==> src/rtl/ivc_pkg.sv <==
package ivc_pkg;
    localparam int N_SRC   = 16;
    localparam int IDX_W   = 4;
    localparam int N_MASK  = 14;
    localparam int N_PIN   = 4;
    localparam int N_EVT   = 9;
    localparam logic [IDX_W-1:0] IDX_BRK = 4'd15;
    localparam logic [15:0] VEC_TOP = 16'hFFFC;
    localparam logic [15:0] VEC_BRK = 16'hFFDC;

    typedef enum logic [1:0] {
        ST_RST_SVC,
        ST_IDLE,
        ST_REQ
    } ivc_state_e;

    function automatic logic [15:0] vec_of(input logic [IDX_W-1:0] idx);
        if (idx == IDX_BRK) return VEC_BRK;
        return VEC_TOP - {11'd0, idx, 1'b0};
    endfunction
endpackage

==> src/rtl/ivc_sync.sv <==
module ivc_sync #(
    parameter int W       = 1,
    parameter int STAGES  = 2,
    parameter bit RST_VAL = 1'b0
) (
    input  logic         clk,
    input  logic         rst_n,
    input  logic [W-1:0] din,
    output logic [W-1:0] dout
);
    logic [W-1:0] stage_q [STAGES];

    always_ff @(posedge clk or negedge rst_n) begin
        if (!rst_n) begin
            for (int s = 0; s < STAGES; s++) stage_q[s] <= {W{RST_VAL}};
        end else begin
            stage_q[0] <= din;
            for (int s = 1; s < STAGES; s++) stage_q[s] <= stage_q[s-1];
        end
    end

    assign dout = stage_q[STAGES-1];
endmodule

==> src/rtl/ivc_prio.sv <==
module ivc_prio #(
    parameter int N  = 16,
    parameter int IW = 4
) (
    input  logic [N-1:0]  qual,
    output logic          any,
    output logic [IW-1:0] idx
);
    always_comb begin
        any = |qual;
        idx = '0;
        for (int i = N - 1; i >= 0; i--) begin
            if (qual[i]) idx = IW'(i);
        end
    end
endmodule

==> src/rtl/irq_vector_ctrl.sv <==
module irq_vector_ctrl
    import ivc_pkg::*;
#(
    parameter int KEY_W  = 8,
    parameter int STAGES = 2
) (
    input  logic             clk,
    input  logic             rst_n,
    input  logic [3:0]       pin_ext,
    input  logic [KEY_W-1:0] key_in,
    input  logic [8:0]       int_evt,
    input  logic             brk,
    input  logic             ack,
    input  logic             reg_wr,
    input  logic [2:0]       reg_addr,
    input  logic [7:0]       reg_wdata,
    output logic [7:0]       reg_rdata,
    output logic             irq,
    output logic [15:0]      vector,
    output logic [3:0]       src_idx
);
    ivc_state_e        state_q, state_d;
    logic [IDX_W-1:0]  lat_q;
    logic [N_MASK-1:0] req_q, req_d, en_q;
    logic [N_PIN-1:0]  esel_q, pin_s, pol, pol_prev_q, pin_evt;
    logic              gdis_q, brk_pend_q;
    logic [KEY_W-1:0]  key_s;
    logic              key_and, key_prev_q, key_fall;
    logic [N_MASK-1:0] hw_set;
    logic [N_SRC-1:0]  qual;
    logic              win_any;
    logic [IDX_W-1:0]  win_idx;
    logic              ack_take;

    // ---------------- pin synchronisers and edge detection ----------------
    ivc_sync #(.W(N_PIN), .STAGES(STAGES), .RST_VAL(1'b0)) u_pin_sync (
        .clk(clk), .rst_n(rst_n), .din(pin_ext), .dout(pin_s));

    ivc_sync #(.W(KEY_W), .STAGES(STAGES), .RST_VAL(1'b1)) u_key_sync (
        .clk(clk), .rst_n(rst_n), .din(key_in), .dout(key_s));

    for (genvar p = 0; p < N_PIN; p++) begin : g_pin
        // polarity applied first, so a select change is seen as an edge
        assign pol[p]     = esel_q[p] ? pin_s[p] : ~pin_s[p];
        assign pin_evt[p] = pol[p] & ~pol_prev_q[p];
    end

    assign key_and  = &key_s;
    assign key_fall = key_prev_q & ~key_and;

    always_ff @(posedge clk or negedge rst_n) begin
        if (!rst_n) begin
            pol_prev_q <= '1;
            key_prev_q <= 1'b1;
        end else begin
            pol_prev_q <= pol;
            key_prev_q <= key_and;
        end
    end

    // source k lives in bit k-1 of the maskable vectors
    assign hw_set = {key_fall, int_evt[8], pin_evt[3], pin_evt[2],
                     int_evt[7:0], pin_evt[1], pin_evt[0]};

    // ---------------- qualification and priority ----------------
    assign qual = {brk_pend_q, req_q & en_q & {N_MASK{~gdis_q}}, 1'b0};

    ivc_prio #(.N(N_SRC), .IW(IDX_W)) u_prio (
        .qual(qual), .any(win_any), .idx(win_idx));

    assign ack_take = ack && (state_q != ST_IDLE);

    // ---------------- flag registers ----------------
    always_comb begin
        req_d = req_q;
        if (reg_wr && reg_addr == 3'd0) req_d[7:0]  = req_q[7:0]  & reg_wdata;
        if (reg_wr && reg_addr == 3'd1) req_d[13:8] = req_q[13:8] & reg_wdata[5:0];
        if (ack_take && state_q == ST_REQ && lat_q != '0 && lat_q != IDX_BRK)
            req_d[lat_q - 4'd1] = 1'b0;
        req_d = req_d | hw_set;
    end

    always_ff @(posedge clk or negedge rst_n) begin
        if (!rst_n) begin
            req_q      <= '0;
            en_q       <= '0;
            esel_q     <= '0;
            gdis_q     <= 1'b1;
            brk_pend_q <= 1'b0;
        end else begin
            req_q <= req_d;
            if (reg_wr && reg_addr == 3'd2) en_q[7:0]  <= reg_wdata;
            if (reg_wr && reg_addr == 3'd3) en_q[13:8] <= reg_wdata[5:0];
            if (reg_wr && reg_addr == 3'd4) begin
                gdis_q <= reg_wdata[0];
                esel_q <= reg_wdata[4:1];
            end
            if (ack_take) gdis_q <= 1'b1;
            if (ack_take && state_q == ST_REQ && lat_q == IDX_BRK) brk_pend_q <= 1'b0;
            if (brk) brk_pend_q <= 1'b1;
        end
    end

    always_comb begin
        unique case (reg_addr)
            3'd0:    reg_rdata = req_q[7:0];
            3'd1:    reg_rdata = {2'b00, req_q[13:8]};
            3'd2:    reg_rdata = en_q[7:0];
            3'd3:    reg_rdata = {2'b00, en_q[13:8]};
            3'd4:    reg_rdata = {3'b000, esel_q, gdis_q};
            default: reg_rdata = 8'h00;
        endcase
    end

    // ---------------- state machine ----------------
    always_comb begin
        state_d = state_q;
        unique case (state_q)
            ST_RST_SVC: if (ack) state_d = ST_IDLE;                 // boot_ack
            ST_IDLE:    if (win_any) state_d = ST_REQ;              // grant
            ST_REQ:     if (ack || !qual[lat_q]) state_d = ST_IDLE; // serve / withdraw
            default:    state_d = ST_IDLE;
        endcase
    end

    always_ff @(posedge clk or negedge rst_n) begin
        if (!rst_n) begin
            state_q <= ST_RST_SVC;
            lat_q   <= '0;
        end else begin
            state_q <= state_d;
            if (state_q == ST_IDLE && win_any) lat_q <= win_idx;
        end
    end

    always_comb begin
        irq     = (state_q != ST_IDLE);
        src_idx = (state_q == ST_RST_SVC) ? '0 : lat_q;
        vector  = vec_of(src_idx);
    end

    // ---------------- assertions ----------------

    ack_sets_dis_chk: assert property (@(posedge clk) disable iff (!rst_n)
        (ack && irq) |=> gdis_q);


    vec_stable_chk: assert property (@(posedge clk) disable iff (!rst_n)
        (irq && !ack) |=> (!irq || $stable(vector)));


    mask_gate_chk: assert property (@(posedge clk) disable iff (!rst_n)
        (irq && src_idx != 4'd0 && src_idx != IDX_BRK) |-> !$past(gdis_q));


    brk_unmasked_chk: assert property (@(posedge clk) disable iff (!rst_n)
        (brk_pend_q && state_q == ST_IDLE) |=> irq);
endmodule

==> config.mk <==
export PLATFORM = sky130hd
export DESIGN_NAME = irq_vector_ctrl
export DESIGN_NICKNAME = d
export VERILOG_FILES = /design/src/rtl/ivc_pkg.sv /design/src/rtl/ivc_sync.sv /design/src/rtl/ivc_prio.sv /design/src/rtl/irq_vector_ctrl.sv
export SDC_FILE = /design/constraint.sdc
export NUM_CORES = 1
export LEC_CHECK = 0
export CAP_MARGIN = 15
export CORE_MARGIN = 3
export CORE_UTILIZATION = 40
export CTS_CLUSTER_DIAMETER = 200
export DETAILED_ROUTE_END_ITERATION = 12
export DONT_BUFFER_PORTS = 1
export PLACE_DENSITY = 0.53
export SYNTH_ARGS = -nofsm -noshare
export SYNTH_HDL_FRONTEND = slang
export SYNTH_SLANG_ARGS = --single-unit
==> constraint.sdc <==
create_clock -name clk -period 3.2 [get_ports clk]
set_input_delay 0.48 -clock clk [delete_from_list [all_inputs] [get_ports clk]]
set_output_delay 0.48 -clock clk [all_outputs]
set_load 0.02 [all_outputs]
==> flow_metrics.tcl <==
set metrics [dict create \
    cts_tree "done" \
    yosys_warnings 0 \
    numCtsBuffers 9 \
    worstSetupEndpoint "vector[1]" \
    grt_most_used_layer "met2" \
    fin_area_sq_um 3720 \
    startpoint "lat_q[0]$_DFFE_PN0P_" \
    r2r_setup_slack_ns 0.97 \
    power.density_nw_per_um2 768 \
    ios 66 \
    fin_crit_ns 2.80 \
    setup_viol 0 \
    finalWorstSetupSlack_ns 0.395 \
    yosysSeqAreaShare 0.501 \
    postCtsResizedCells 0 \
    gr-total-overflow 0 \
    htreeDepth 3 \
    portBuffers 0 \
    nets 349 \
    viasPerCell 5.70 \
    yosysUniqueCellTypes 64 \
    synth_ff_type "dfrtp_1" \
    vias 2405 \
    cp_max_fo 16 \
    drc 0 \
    met2_usage 0.264 \
    critPathKind "flop to output port" \
    grt_util_met3 0.0624 \
    final-hold-violation-count 0 \
    skew_ns 0.00990 \
    worst-path-buf-inv 0 \
    worst_r2r_path_depth 4 \
    drt_first_pass_iters 4 \
    antenna_left 0 \
    status "finished clean" \
    wire_per_inst_microns 20.3 \
    dp.final_hpwl_mm 6.13 \
    fmax_mhz 357 \
    die_w_microns 99.6 \
    worstPathRequired_ns 2.72 \
    use_met1 0.261 \
    setup.worst_path.start_class "flop" \
    crit_arrival_ns 2.32 \
    post-route-period-util 0.877 \
    drt_iter0_drc 77 \
    die_area_sq_um 9920 \
    grt_max_degree 70 \
    synth_seq_cells 69 \
    hold_slack_ns 0.00117 \
    placed_area_sq_um 3520 \
    core.rowCount 33 \
    power_leakage_nw 1.48 \
    power_mw 2.86 \
    cts.sinks 69 \
    cpMaxStageDelayCell "dfrtp_1" \
    rr_startpoint "gdis_q$_DFFE_PN1P_" \
    initial_core_util 0.420 \
    r2r-end "lat_q[0]$_DFFE_PN0P_" \
    grtUsageTotal 0.183 \
    setup_tns_ns 0 \
    grt_pass1_vias 2331 \
    dp_slack_ns 0.741 \
    synthCells 314 \
    syn_area_sq_um 3500 \
    antenna_found_initial 1 \
    area_growth_syn_to_layout_pct 6.21 \
    relSlewSlack 0.526 \
    path_delay_family "simple AND/OR/NAND/NOR gates" \
    cts_buffer_depth 2 \
    die_h_microns 99.6 \
    coreArea_sq_um 8340 \
    slowest_delay_ns 0.63 \
    cp-end-kind "output port" \
    hold_path.class "input port to asynchronous set/reset pin" \
    postSynth.asyncResetShare 1.00 \
    clkTransAtPathRegs_ns 0.08 \
    insertion_delay_ns 0.35 \
    drive_above_1_share 0.228 \
    drv_cap 0 \
    vdd.ir_drop.worst_uv 341 \
    cp_cell_sequence "nor2b_1, ha_1, nand3_1, and2_1" \
    rsz0062_at_grt "false" \
    place_congestion 0.857 \
    avgSynthCellArea_sq_um 11.2 \
    grt_pass1_wl_mm 13.7 \
    finalMaxSlewViolations 0 \
    synth-edff-count 0 \
    cts-root-buf "clkbuf_8" \
    wl_mm 8.58 \
    max_slew.worst_pin.slew_ns 0.705 \
    critical_path_depth 4 \
]
-- power by group --
group	total [mW]	internal, mW	switching (mW)
Clock	0.646	0.286	0.359
Combinational	0.959	0.343	0.616
Sequential	1.25	1.03	0.221
Total	2.86	1.66	1.20
-- worst reg2reg max path, stage by stage, from the launching register on --
cell and delay, ns:
dfstp_2 0.87, nand3b_4 0.27, o211ai_4 0.10, o41ai_4 0.50
mux2_2 0.39
-- sequential cells by signal, summed over array words and instances (netlist names) --
register,flops
u_key_sync.stage_q,8
key_prev_q,1
esel_q,4
state_q,2
brk_pend_q,1
gdis_q,1
u_pin_sync.stage_q,4
pol_prev_q,4
u_pin_sync.dout,4
req_q,14
en_q,14
lat_q,4
u_key_sync.dout,8
-- synthesized netlist by cell type (2+ instances only) --
cell type	instances	area, sq um
conb_1	2	7.51
mux4_2	2	45.0
clkbuf_1	4	15.0
o21a_1	2	15.0
o22ai_1	6	37.5
a221oi_1	2	17.5
nand2b_1	15	93.8
o21ai_0	15	75.1
buf_2	4	20.0
nor2_1	17	63.8
nand2_2	4	25.0
dfrtp_1	47	1180
mux2_2	19	214
mux2i_1	12	120
nor2b_1	9	56.3
a21o_1	2	15.0
nand4_1	2	12.5
a21oi_1	14	70.1
dfstp_2	22	578
nand2_1	23	86.3
and2_1	2	12.5
a211oi_1	2	15.0
nand3b_1	2	15.0
xnor2_1	6	52.6
o21bai_1	3	22.5
nand3_1	8	40.0
o221ai_1	11	96.3
buf_4	13	97.6
nor3_1	5	25.0
inv_1	5	18.8
-- metal layers --
metal	share of wire	vias up
met3	0.082	2
met4	0.0043	0
li1	-	1120
met2	0.45	83
met5	0	-
met1	0.46	1200
-- logic make-up (layout without fill, tap and decap cells) --
family / count (synthesis) / in the layout / synth area share
and+or+nand+nor: 95 / 95 / 0.145
AOI/OAI and AO/OA: 79 / 79 / 0.176
DFF: 69 / 69 / 0.501
muxes: 33 / 33 / 0.108
buffers and inverters: 29 / 22 / 0.0489
xor gates and xnor gates: 6 / 6 / 0.0150
other: 2 / 12 / 0.00214
adders and majority gates: 1 / 1 / 0.00357
-- repair_timing --
action,CTS,global route
endpoints found under the hold margin,69,0
hold buffers,1,0
setup buffers,0,0
-- cell type report --
type / instances / area (sq um)
clock buffers: 10 / 128
flip-flops and latches: 69 / 1750
clock inverters: 6 / 47.5
inverters: 5 / 18.8
repair buffers: 1 / 27.5
diodes: 1 / 2.50
multi-input cells: 225 / 1610
fillers: 788 / 4620
well taps: 105 / 131
-- through the flow --
stage / instances / util
final: 422 / 0.446
after global routing: 422 / 0.446
after CTS: 421 / 0.446
after detailed placement: 404 / 0.422
after global placement: 404 / 0.422
after floorplan: 323 / -
-- layout by cell type, fill, tap and decap left out, drive strengths merged, types with 11 or more instances in the layout --
| cell | count |
|---|---|
| a21oi | 14 |
| o221ai | 11 |
| nand2 | 27 |
| mux2 | 19 |
| nand2b | 15 |
| conb | 11 |
| dfrtp | 47 |
| dfstp | 22 |
| nor2 | 18 |
| o21ai | 16 |
| mux2i | 12 |
-- how the worst min path moves through the flow --
| stage | to | slack, ns | depth (start not counted) |
|---|---|---|---|
| floorplan | brk_pend_q$_DFFE_PN0P_ | 0.18 | 0 |
| global placement | req_q[7]$_DFF_PN0_ | 0.19 | 0 |
| detailed placement | req_q[5]$_DFF_PN0_ | 0.19 | 0 |
| CTS | en_q[2]$_DFFE_PN0P_ | 0.01 | 1 |
| global route | brk_pend_q$_DFFE_PN0P_ | 0.009 | 1 |
| finish | en_q[13]$_DFFE_PN0P_ | 0.001 | 1 |
No activity file was read; power rests on OpenSTA's default activity.
